$ cat src/rtl/tmr_pkg.sv
package tmr_pkg;
  localparam int LANES = 2;

  typedef struct packed {
    logic load;
    logic tick;
  } laneStrobe_t;

  typedef enum logic [1:0] {
    EXT_CLOCK  = 2'b00,
    EXT_GATE   = 2'b01,
    EXT_ONCE   = 2'b10,
    EXT_RETRIG = 2'b11
  } extMode_e;
endpackage

$ cat src/rtl/tmr_ctrl.sv
module tmr_ctrl
  import tmr_pkg::*;
#(
  parameter int INT_DIV     = 4,
  parameter int SYNC_STAGES = 2
) (
  input  logic              clk,
  input  logic              rstN,
  input  logic [LANES-1:0]  loadReq,
  input  logic [LANES-1:0]  enable,
  input  logic [LANES-1:0]  contMode,
  input  logic              t1Cascade,
  input  logic              t1UseExt,
  input  logic [1:0]        t1ExtMode,
  input  logic              extIn,
  input  logic [LANES-1:0]  eoc,
  output laneStrobe_t [LANES-1:0] strobe
);
  localparam int DIV_W = (INT_DIV > 1) ? $clog2(INT_DIV) : 1;
  localparam logic [DIV_W-1:0] DIV_LAST = DIV_W'(INT_DIV - 1);

  logic [DIV_W-1:0]     divCnt;
  logic                 divTick;
  logic [SYNC_STAGES:0] syncPipe;
  logic                 extLevel, extRise;
  logic [LANES-1:0]     done;
  logic                 triggered;
  logic                 trigMode, trigAccept, t1Base;
  logic [LANES-1:0]     laneLoad;
  extMode_e             mode;

  assign mode     = extMode_e'(t1ExtMode);
  assign divTick  = (divCnt == DIV_LAST);
  assign extLevel = syncPipe[SYNC_STAGES-1];
  assign extRise  = syncPipe[SYNC_STAGES-1] & ~syncPipe[SYNC_STAGES];

  always_ff @(posedge clk) begin
    if (!rstN) begin
      divCnt   <= '0;
      syncPipe <= '0;
    end else begin
      divCnt   <= divTick ? '0 : divCnt + 1'b1;
      syncPipe <= {syncPipe[SYNC_STAGES-1:0], extIn};
    end
  end

  assign trigMode   = t1UseExt && mode[1];
  assign trigAccept = trigMode && enable[1] && extRise &&
                      ((mode == EXT_RETRIG) || !triggered);
  assign laneLoad   = {loadReq[1] | trigAccept, loadReq[0]};

  always_comb begin
    if (t1Cascade)     t1Base = eoc[0];
    else if (!t1UseExt) t1Base = divTick;
    else begin
      case (mode)
        EXT_CLOCK: t1Base = extRise;
        EXT_GATE:  t1Base = divTick & extLevel;
        default:   t1Base = divTick;
      endcase
    end
  end

  assign strobe[0].load = laneLoad[0];
  assign strobe[0].tick = enable[0] && !done[0] && !laneLoad[0];
  assign strobe[1].load = laneLoad[1];
  assign strobe[1].tick = enable[1] && !done[1] && (!trigMode || triggered) &&
                          t1Base && !laneLoad[1];

  always_ff @(posedge clk) begin
    if (!rstN) begin
      done      <= '0;
      triggered <= 1'b0;
    end else begin
      for (int g = 0; g < LANES; g++) begin
        if (laneLoad[g])                done[g] <= 1'b0;
        else if (eoc[g] && !contMode[g]) done[g] <= 1'b1;
      end
      if (loadReq[1])                  triggered <= 1'b0;
      else if (trigAccept)             triggered <= 1'b1;
      else if (eoc[1] && !contMode[1]) triggered <= 1'b0;
    end
  end
endmodule

$ cat src/rtl/tmr_datapath.sv
module tmr_datapath
  import tmr_pkg::*;
#(
  parameter int PRE_W = 6,
  parameter int CNT_W = 8
) (
  input  logic                        clk,
  input  logic                        rstN,
  input  logic [LANES-1:0]            preWr,
  input  logic [LANES-1:0]            cntWr,
  input  logic [PRE_W-1:0]            preData,
  input  logic [CNT_W-1:0]            cntData,
  input  laneStrobe_t [LANES-1:0]     strobe,
  input  logic [LANES-1:0]            contMode,
  input  logic                        toutSel,
  output logic [LANES-1:0][CNT_W-1:0] count,
  output logic [LANES-1:0]            eoc,
  output logic [LANES-1:0]            irq,
  output logic                        tout
);
  localparam logic [PRE_W-1:0] PRE_ONE = PRE_W'(1);
  localparam logic [CNT_W-1:0] CNT_ONE = CNT_W'(1);

  for (genvar g = 0; g < LANES; g++) begin : g_lane
    logic [PRE_W-1:0] preInit, preCnt;
    logic [CNT_W-1:0] cntInit, cntVal;
    logic             preEnd;

    assign preEnd   = strobe[g].tick && (preCnt == PRE_ONE);
    assign eoc[g]   = preEnd && (cntVal == CNT_ONE);
    assign count[g] = cntVal;

    always_ff @(posedge clk) begin
      if (!rstN) begin
        preInit <= '0;
        cntInit <= '0;
      end else begin
        if (preWr[g]) preInit <= preData;
        if (cntWr[g]) cntInit <= cntData;
      end
    end

    // zero codes wrap naturally to the maximum division / count
    always_ff @(posedge clk) begin
      if (!rstN) begin
        preCnt <= '0;
        cntVal <= '0;
      end else if (strobe[g].load) begin
        preCnt <= preInit;
        cntVal <= cntInit;
      end else if (strobe[g].tick) begin
        preCnt <= preEnd ? preInit : preCnt - 1'b1;
        if (preEnd) begin
          if (cntVal == CNT_ONE) cntVal <= contMode[g] ? cntInit : '0;
          else                   cntVal <= cntVal - 1'b1;
        end
      end
    end
  end

  always_ff @(posedge clk) begin
    if (!rstN) begin
      irq  <= '0;
      tout <= 1'b0;
    end else begin
      irq <= eoc;
      if (eoc[toutSel]) tout <= ~tout;
    end
  end
endmodule

$ cat src/rtl/tmr_pair_top.sv
module tmr_pair_top
  import tmr_pkg::*;
#(
  parameter int PRE_W       = 6,
  parameter int CNT_W       = 8,
  parameter int INT_DIV     = 4,
  parameter int SYNC_STAGES = 2
) (
  input  logic             clk,
  input  logic             rstN,
  input  logic             t0PreWr,
  input  logic             t1PreWr,
  input  logic             t0CntWr,
  input  logic             t1CntWr,
  input  logic [PRE_W-1:0] preData,
  input  logic [CNT_W-1:0] cntData,
  input  logic             t0Load,
  input  logic             t1Load,
  input  logic             t0En,
  input  logic             t1En,
  input  logic             t0Cont,
  input  logic             t1Cont,
  input  logic             t1Cascade,
  input  logic             t1UseExt,
  input  logic [1:0]       t1ExtMode,
  input  logic             toutSel,
  input  logic             extIn,
  output logic [CNT_W-1:0] t0Count,
  output logic [CNT_W-1:0] t1Count,
  output logic             tout,
  output logic             irq0,
  output logic             irq1
);
  laneStrobe_t [LANES-1:0]     strobe;
  logic [LANES-1:0]            eoc, irq, contMode;
  logic [LANES-1:0][CNT_W-1:0] count;

  assign contMode = {t1Cont, t0Cont};

  tmr_ctrl #(.INT_DIV(INT_DIV), .SYNC_STAGES(SYNC_STAGES)) u_ctrl (
    .clk(clk), .rstN(rstN),
    .loadReq({t1Load, t0Load}), .enable({t1En, t0En}), .contMode(contMode),
    .t1Cascade(t1Cascade), .t1UseExt(t1UseExt), .t1ExtMode(t1ExtMode),
    .extIn(extIn), .eoc(eoc), .strobe(strobe)
  );

  tmr_datapath #(.PRE_W(PRE_W), .CNT_W(CNT_W)) u_dp (
    .clk(clk), .rstN(rstN),
    .preWr({t1PreWr, t0PreWr}), .cntWr({t1CntWr, t0CntWr}),
    .preData(preData), .cntData(cntData), .strobe(strobe),
    .contMode(contMode), .toutSel(toutSel),
    .count(count), .eoc(eoc), .irq(irq), .tout(tout)
  );

  assign t0Count = count[0];
  assign t1Count = count[1];
  assign irq0    = irq[0];
  assign irq1    = irq[1];
endmodule

$ cat config.mk
export PLATFORM = sky130hd
export DESIGN_NAME = tmr_pair_top
export DESIGN_NICKNAME = d
export VERILOG_FILES = /design/src/rtl/tmr_pkg.sv /design/src/rtl/tmr_ctrl.sv /design/src/rtl/tmr_datapath.sv /design/src/rtl/tmr_pair_top.sv
export SDC_FILE = /design/constraint.sdc
export NUM_CORES = 1
export LEC_CHECK = 0
export ABC_AREA = 1
export BUFFER_PORTS_ARGS = -buffer_cell sky130_fd_sc_hd__clkbuf_2
export CAP_MARGIN = 30
export CORE_MARGIN = 5
export CORE_UTILIZATION = 25
export DETAILED_ROUTE_END_ITERATION = 7
export PLACE_DENSITY = 0.42
export SLEW_MARGIN = 0
export SYNTH_ARGS = -nofsm -noshare
export SYNTH_HDL_FRONTEND = slang
export SYNTH_SLANG_ARGS = --single-unit
$ cat constraint.sdc
create_clock -name clk -period 2.3 [get_ports clk]
set_clock_uncertainty 0.15 [all_clocks]
set_input_delay 0.115 -clock clk [delete_from_list [all_inputs] [get_ports clk]]
set_output_delay 0.115 -clock clk [all_outputs]
set_load 0.02 [all_outputs]
==> impl_metrics.yaml, run 1 <==
finish:
  diodes: 0
  final_cell_mix: "nor2_1, dfxtp_1, nand2_1"
  final_util_pct: 33.6
  multi_input_area_um2: 1650
  final_common_cell: "nor2_1"
  area_growth_pct: 30.3
  seqCellArea_um2: 1340
  fill_cells: 1435
  drive_gt1_share_pct: 17.2
  nets: 583
clock_tree:
  cts_buffers: 9
  cts_tree: "built"
  cts_setup_buffers: 0
  clk_pin_slew_worst_paths_ns: 0.06
  post_cts_resized: 0
  postCtsHoldBufs: 25
  htree_levels: 3
  max-clock-path-buffers: 2
  cts_sinks: 67
  root_buffer: "clkbuf_16"
  clkLatencyLatePin_ns: 0.33
routing:
  antenna_left: 0
  vias_per_cell: 4.29
  postRouteWirelength_mm: 8.97
  wl_per_cell_um: 12.5
  vias: 3079
  drt_iter0_drc: 111
  drtPass1Iterations: 4
  drc: 0
floorplanning:
  core_um2: 12700
  die_w_um: 124
  rows: 41
  die_area_um2: 15500
  die_y_um: 124
  ios: 51
  start_util_pct: 25.7
worst_setup_path:
  start_kind: "flip-flop"
  cp-startpoint: "u_dp.g_lane[0].preCnt[0]$_SDFFE_PN0P_"
  critPathCaptureType: "flip-flop"
  reg2reg_to: "u_dp.g_lane[1].preCnt[3]$_SDFFE_PN0P_"
  crit_type: "flip-flop to flip-flop"
  reg2reg_depth: 13
  r2r-start: "u_dp.g_lane[0].preCnt[0]$_SDFFE_PN0P_"
  crit_fanout: 11
  cp.required_ns: 2.36
  r2r_slack_ns: 0.27
  cp.arrival_ns: 2.10
synth:
  yosysSeqAreaShare_pct: 40.9
  avgSynthCellArea_um2: 7.09
  synth_cell_types: 33
  synth_edf_count: 0
  ys.flop_type: "dfxtp_1"
  synth-async-reset-ratio_pct: 0
  syn_nets: 503
  synth_area_um2: 3280
  syn_inst: 462
  ys_warn_count: 0
  ys_seq_elements: 67
pwr:
  ir_drop_mv: 0.455
  pwr_density_cell_nw_per_um2: 766
  p_leak_nw: 1.98
global_routing:
  grt_pass1_wl_mm: 15.1
  grt_pass1_vias: 3084
  grt_max_degree: 34
  grt_use_total_pct: 11.9
  antenna_found_initial: 0
  gr-total-overflow: 0
sta:
  rsz0062_at_grt: "false"
  hold_viol_final: 0
  clock.fmax_ghz: 0.492
  fin_crit_sh_pct: 88.4
  drv_slew: 0
  setup_viol: 0
  worst_slew_pin_slew_ns: 0.414
  maxSlewHeadroom_pct: 72.4
  fin_crit_ns: 2.03
  fin_setup_tns_ns: 0
run:
  maxCapViolCount: 0
place:
  gp_congestion: 0.810
  dp_hpwl_mm: 6.64
  portBuffers: 50
hold_path:
  min_from: "t0Cont"
  whs_endpoint: "u_ctrl.done[0]$_SDFFE_PP0P_"
  hp-class: "input pin to flip-flop"
  whs_path_depth: 4
outcome:
  status: "completed"
[layer usage]
metal  up-vias  wire length, um  GRT usage [%]
met4         0              120           3.35
met2        60             4050           19.0
met1      1356             4450           15.5
met3        10              354           3.73
met5         -                0              0
li1       1653                -              -
[synth_stat cells (all sizes together) (2+ instances only)]
cell type   n  share of area, %
xnor2      10               2.7
buf         4              0.99
nand3      18               3.2
o21bai      2              0.46
nor3b       2              0.46
nand4       2              0.38
ha          9               3.4
a22oi       3              0.69
o21ai      67                10
a211oi      3              0.69
nor2       90                11
a21oi      37               5.7
dfxtp      67                41
nand2      67               8.1
xor2        5               1.3
inv        58               6.6
clkbuf      8              0.92
nor3        3              0.46
[area by class of cell]
| class | instances | share of cell area (%) |
|---|---|---|
| multi-input combinational | 324 | 38.7 |
| sequential | 67 | 31.4 |
| tap | 172 | 5.04 |
| clock buffer | 13 | 6.10 |
| inverter | 59 | 5.19 |
| clock inverter | 2 | 0.821 |
| timing repair buffer | 81 | 12.8 |
[how the worst max path moves through the flow]
stage	end	slack, ns	cells past startpoint
finish	u_dp.g_lane[1].preCnt[3]$_SDFFE_PN0P_	0.27	13
floorplan	u_dp.g_lane[1].cntVal[7]$_SDFFE_PN0P_	0.50	12
global route	u_dp.g_lane[1].cntVal[0]$_SDFFE_PN0P_	0.08	12
global placement	u_dp.g_lane[1].preCnt[5]$_SDFFE_PN0P_	0.32	13
CTS	u_dp.g_lane[1].preCnt[5]$_SDFFE_PN0P_	0.25	13
detailed placement	u_dp.g_lane[1].preCnt[3]$_SDFFE_PN0P_	0.27	13
[logic make-up after synthesis]
logic type,Yosys count,share of synthesized area [%]
flops,67,40.9
simple gates,183,24.0
buf+inv,71,8.67
compound gates,117,18.9
xor+xnor,15,4.01
fa+ha+maj,9,3.44
[sequential cells by signal (all words and copies together) (netlist names)]
name,cells
u_dp.g_lane.preInit,12
u_dp.g_lane.cntInit,16
u_ctrl.syncPipe,3
u_dp.irq,2
u_ctrl.divCnt,2
u_dp.tout,1
u_ctrl.triggered,1
u_dp.g_lane.preCnt,12
u_dp.g_lane.cntVal,16
u_ctrl.done,2
[power breakdown]
group          switching, mW  leakage, nW  total, mW  internal (mW)
registers             0.0694        0.555       1.32           1.25
clock network          0.484        0.146       1.37          0.891
logic                  0.336         1.28      0.577          0.241
total                  0.889         1.98       3.27           2.38
[critical path: stages (launching register included)]
cell and delay (ns):
dfxtp_1 0.40, ha_1 0.17, inv_1 0.03, nor2_1 0.08, nand2_1 0.09, nor2_4 0.16
nand2_2 0.10, nand2_2 0.07, nand3_2 0.10, nand2_2 0.21, buf_4 0.18, nand2_1 0.05
o21ai_1 0.06, a21oi_1 0.07
[metrics by stage]
stage	hold slack (ns)	setup slack, ns	power, mW	instance area (um^2)	cells
floorplan	0.0374	0.504	1.72	3280	462
global placement	0.158	0.322	1.89	3720	678
detailed placement	0.154	0.274	1.89	3720	678
CTS	0.000136	0.255	3.33	4270	718
global route	0.0264	0.0760	3.47	4270	718
finish	0.0123	0.266	3.27	4270	718
Note: power is estimated with default switching activity, not from simulation.
==> inputs of run 2 (changes only) <==
--- a/config.mk
+++ b/config.mk
@@ -5,7 +5,6 @@
 export SDC_FILE = /design/constraint.sdc
 export NUM_CORES = 1
 export LEC_CHECK = 0
-export ABC_AREA = 1
 export BUFFER_PORTS_ARGS = -buffer_cell sky130_fd_sc_hd__clkbuf_2
 export CAP_MARGIN = 30
 export CORE_MARGIN = 5
==> run 2 against run 1 <==
Net effect: the flow now finishes with violations (setup timing); clock-buffer cell count rose by 1; via count is 4.4% higher; synthesized cell count shrank 18%; die area hardly changed; first-iteration DRC count grew 4.5%.
==> impl_metrics.yaml, run 2 <==
finish:
  final_cell_mix: "dfxtp_1, nor2_1, clkbuf_2"
  reg_top3: "u_dp.g_lane.cntInit (16), u_dp.g_lane.cntVal (16)"
  drive_gt1_share_pct: 30.3
  area_growth_pct: 45.7
  diodes: 0
  nets: 538
  final_common_cell: "dfxtp_1"
worst_setup_path:
  crit_fanout: 6
  reg2reg_depth: 9
  critPathCaptureType: "flip-flop"
  cp.arrival_ns: 2.44
  cp.required_ns: 2.36
  start_kind: "flip-flop"
  crit_type: "flip-flop to flip-flop"
synth:
  yosysSeqAreaShare_pct: 41.0
  synth_edf_count: 0
  yosysTopAreaCell: "dfxtp_1"
  yosys-top-cells-area: "dfxtp_1, mux2i_1, nor2_1"
  ys_warn_count: 0
  ys.flop_type: "dfxtp_1"
  yosys.cell_count.top_type: "dfxtp_1"
  synth_area_um2: 3270
  synth_cell_types: 54
  syn_nets: 420
  yosys-top-cells-count: "dfxtp_1, nor2_1, mux2i_1"
  syn_inst: 379
  avgSynthCellArea_um2: 8.64
  ys_seq_elements: 67
  synth-async-reset-ratio_pct: 0
  synthDominantCellAreaShare_pct: 41.0
floorplanning:
  core_um2: 12700
  die_w_um: 124
  ios: 51
  die_y_um: 124
  start_util_pct: 25.7
  die_area_um2: 15500
  rows: 41
sta:
  clock.fmax_ghz: 0.421
  fin_crit_sh_pct: 103
  setup_viol: 10
  setup_ws_ns: -0.0752
  fin_setup_tns_ns: -0.431
  maxSlewHeadroom_pct: 57.7
  rsz0062_at_grt: "true"
  fin_crit_ns: 2.38
  drv_slew: 0
  worst_slew_pin_slew_ns: 0.633
  hold_viol_final: 0
routing:
  drtPass1Iterations: 4
  top_layer_used: "met4"
  wl_per_cell_um: 14.6
  met3WireLength_um: 387
  m1WireLength_mm: 4.57
  drc: 0
  drt_iter0_drc: 116
  antenna_left: 0
  postRouteWirelength_mm: 9.83
  vias_per_cell: 4.77
  route.met2.wl_mm: 4.66
  vias: 3214
pwr:
  p_leak_nw: 2.03
  ir_drop_mv: 0.280
  fin_total_pwr_mw: 3.25
  pwr_density_cell_nw_per_um2: 682
global_routing:
  grt_pass1_wl_mm: 16.0
  antenna_found_initial: 0
  grt_max_degree: 33
  gr-total-overflow: 0
  grt_use_total_pct: 12.6
  grt_pass1_vias: 3184
place:
  portBuffers: 50
  pre_cts_ws_ns: -0.232
  gp_congestion: 0.808
  dp_hpwl_mm: 7.04
run:
  maxCapViolCount: 0
hold_path:
  hp-class: "input pin to flip-flop"
  whs_path_depth: 3
clock_tree:
  htree_levels: 3
  root_buffer: "clkbuf_16"
  cts_buffers: 9
  clkLatencyLatePin_ns: 0.33
  clk_pin_slew_worst_paths_ns: 0.05
  max-clock-path-buffers: 2
  cts_tree: "built"
  cts_sinks: 67
outcome:
  status: "finished, violations left"
  violations: "setup timing"
-- run 2: cell count changes after synthesis, moves of 18 or more --
cell / change
nor2_1: -24
nand2_1: -37
a21oi_1: -18
mux2i_1: +32
inv_1: -33
o21ai_0: -37
-- run 2: cell type report --
class                      instances  area (um^2)
clock inverter                     2         10.0
tap                              172          215
multi-input combinational        277         1940
timing repair buffer             124          922
inverter                          18         67.6
sequential                        67         1350
clock buffer                      14          264
fill                            1338         7950
-- run 2: final timing paths --
kind                                                            start                                endpoint  slack [ns]
worst min-delay path                                          t1PreWr  u_dp.g_lane[1].preInit[5]$_SDFFE_PN0P_        0.04
worst max-delay path            u_dp.g_lane[0].preCnt[1]$_SDFFE_PN0P_   u_dp.g_lane[1].cntVal[2]$_SDFFE_PN0P_       -0.08
worst min register to register            u_ctrl.divCnt[0]$_SDFF_PP0_             u_ctrl.divCnt[0]$_SDFF_PP0_        0.28
worst max register to register  u_dp.g_lane[0].preCnt[1]$_SDFFE_PN0P_   u_dp.g_lane[1].cntVal[2]$_SDFFE_PN0P_       -0.08
-- run 2: through the flow --
stage	instances	cell area (um^2)	util, %	hold slack (ns)
detailed placement	625	4030	31.7	0.177
CTS	665	4600	36.2	0.0418
finish	674	4770	37.5	0.0371
global route	674	4770	37.5	0.0750
floorplan	379	3300	-	0.0418
global placement	625	4030	31.7	0.176
-- run 2: critical path: stages (launching register included) --
cell	delay [ns]
dfxtp_2	0.32
inv_2	0.06
ha_4	0.11
or4b_4	0.47
nor4b_4	0.33
nand3_2	0.16
and2_4	0.20
buf_4	0.14
o311ai_4	0.24
a21oi_2	0.08
-- run 2: kinds of logic (layout without fill, tap and decap cells) --
group | Yosys count | count (layout) | synth area share, %
AOI/OAI and AO/OA | 81 | 81 | 16.6
xor gates and xnor gates | 5 | 5 | 1.34
adders and majority gates | 9 | 9 | 3.44
buffers and inverters | 36 | 158 | 4.62
DFF | 67 | 67 | 41.0
muxes | 34 | 34 | 10.5
and+or+nand+nor | 147 | 148 | 22.6
-- run 2: per-layer routing --
layer,vias up,global-route usage [%]
li1,1603,-
met1,1517,15.8
met2,77,21.2
met3,17,2.57
met4,0,4.58
met5,-,0
-- run 2: report_power, final --
group          switching [mW]  total (mW)  internal (mW)  leakage [nW]
combinational           0.351       0.680          0.329          1.34
clock                   0.489        1.27          0.786         0.137
sequential             0.0581        1.30           1.24         0.553
total                   0.898        3.25           2.35          2.03
-- run 2: timing repair --
action	in CTS	in global routing
hold endpoints to repair	33	0
gates resized for setup	17	26
endpoints found under the setup margin	17	20
gates cloned	1	0
hold buffers	21	0
setup buffers	2	10
pin swaps	12	15
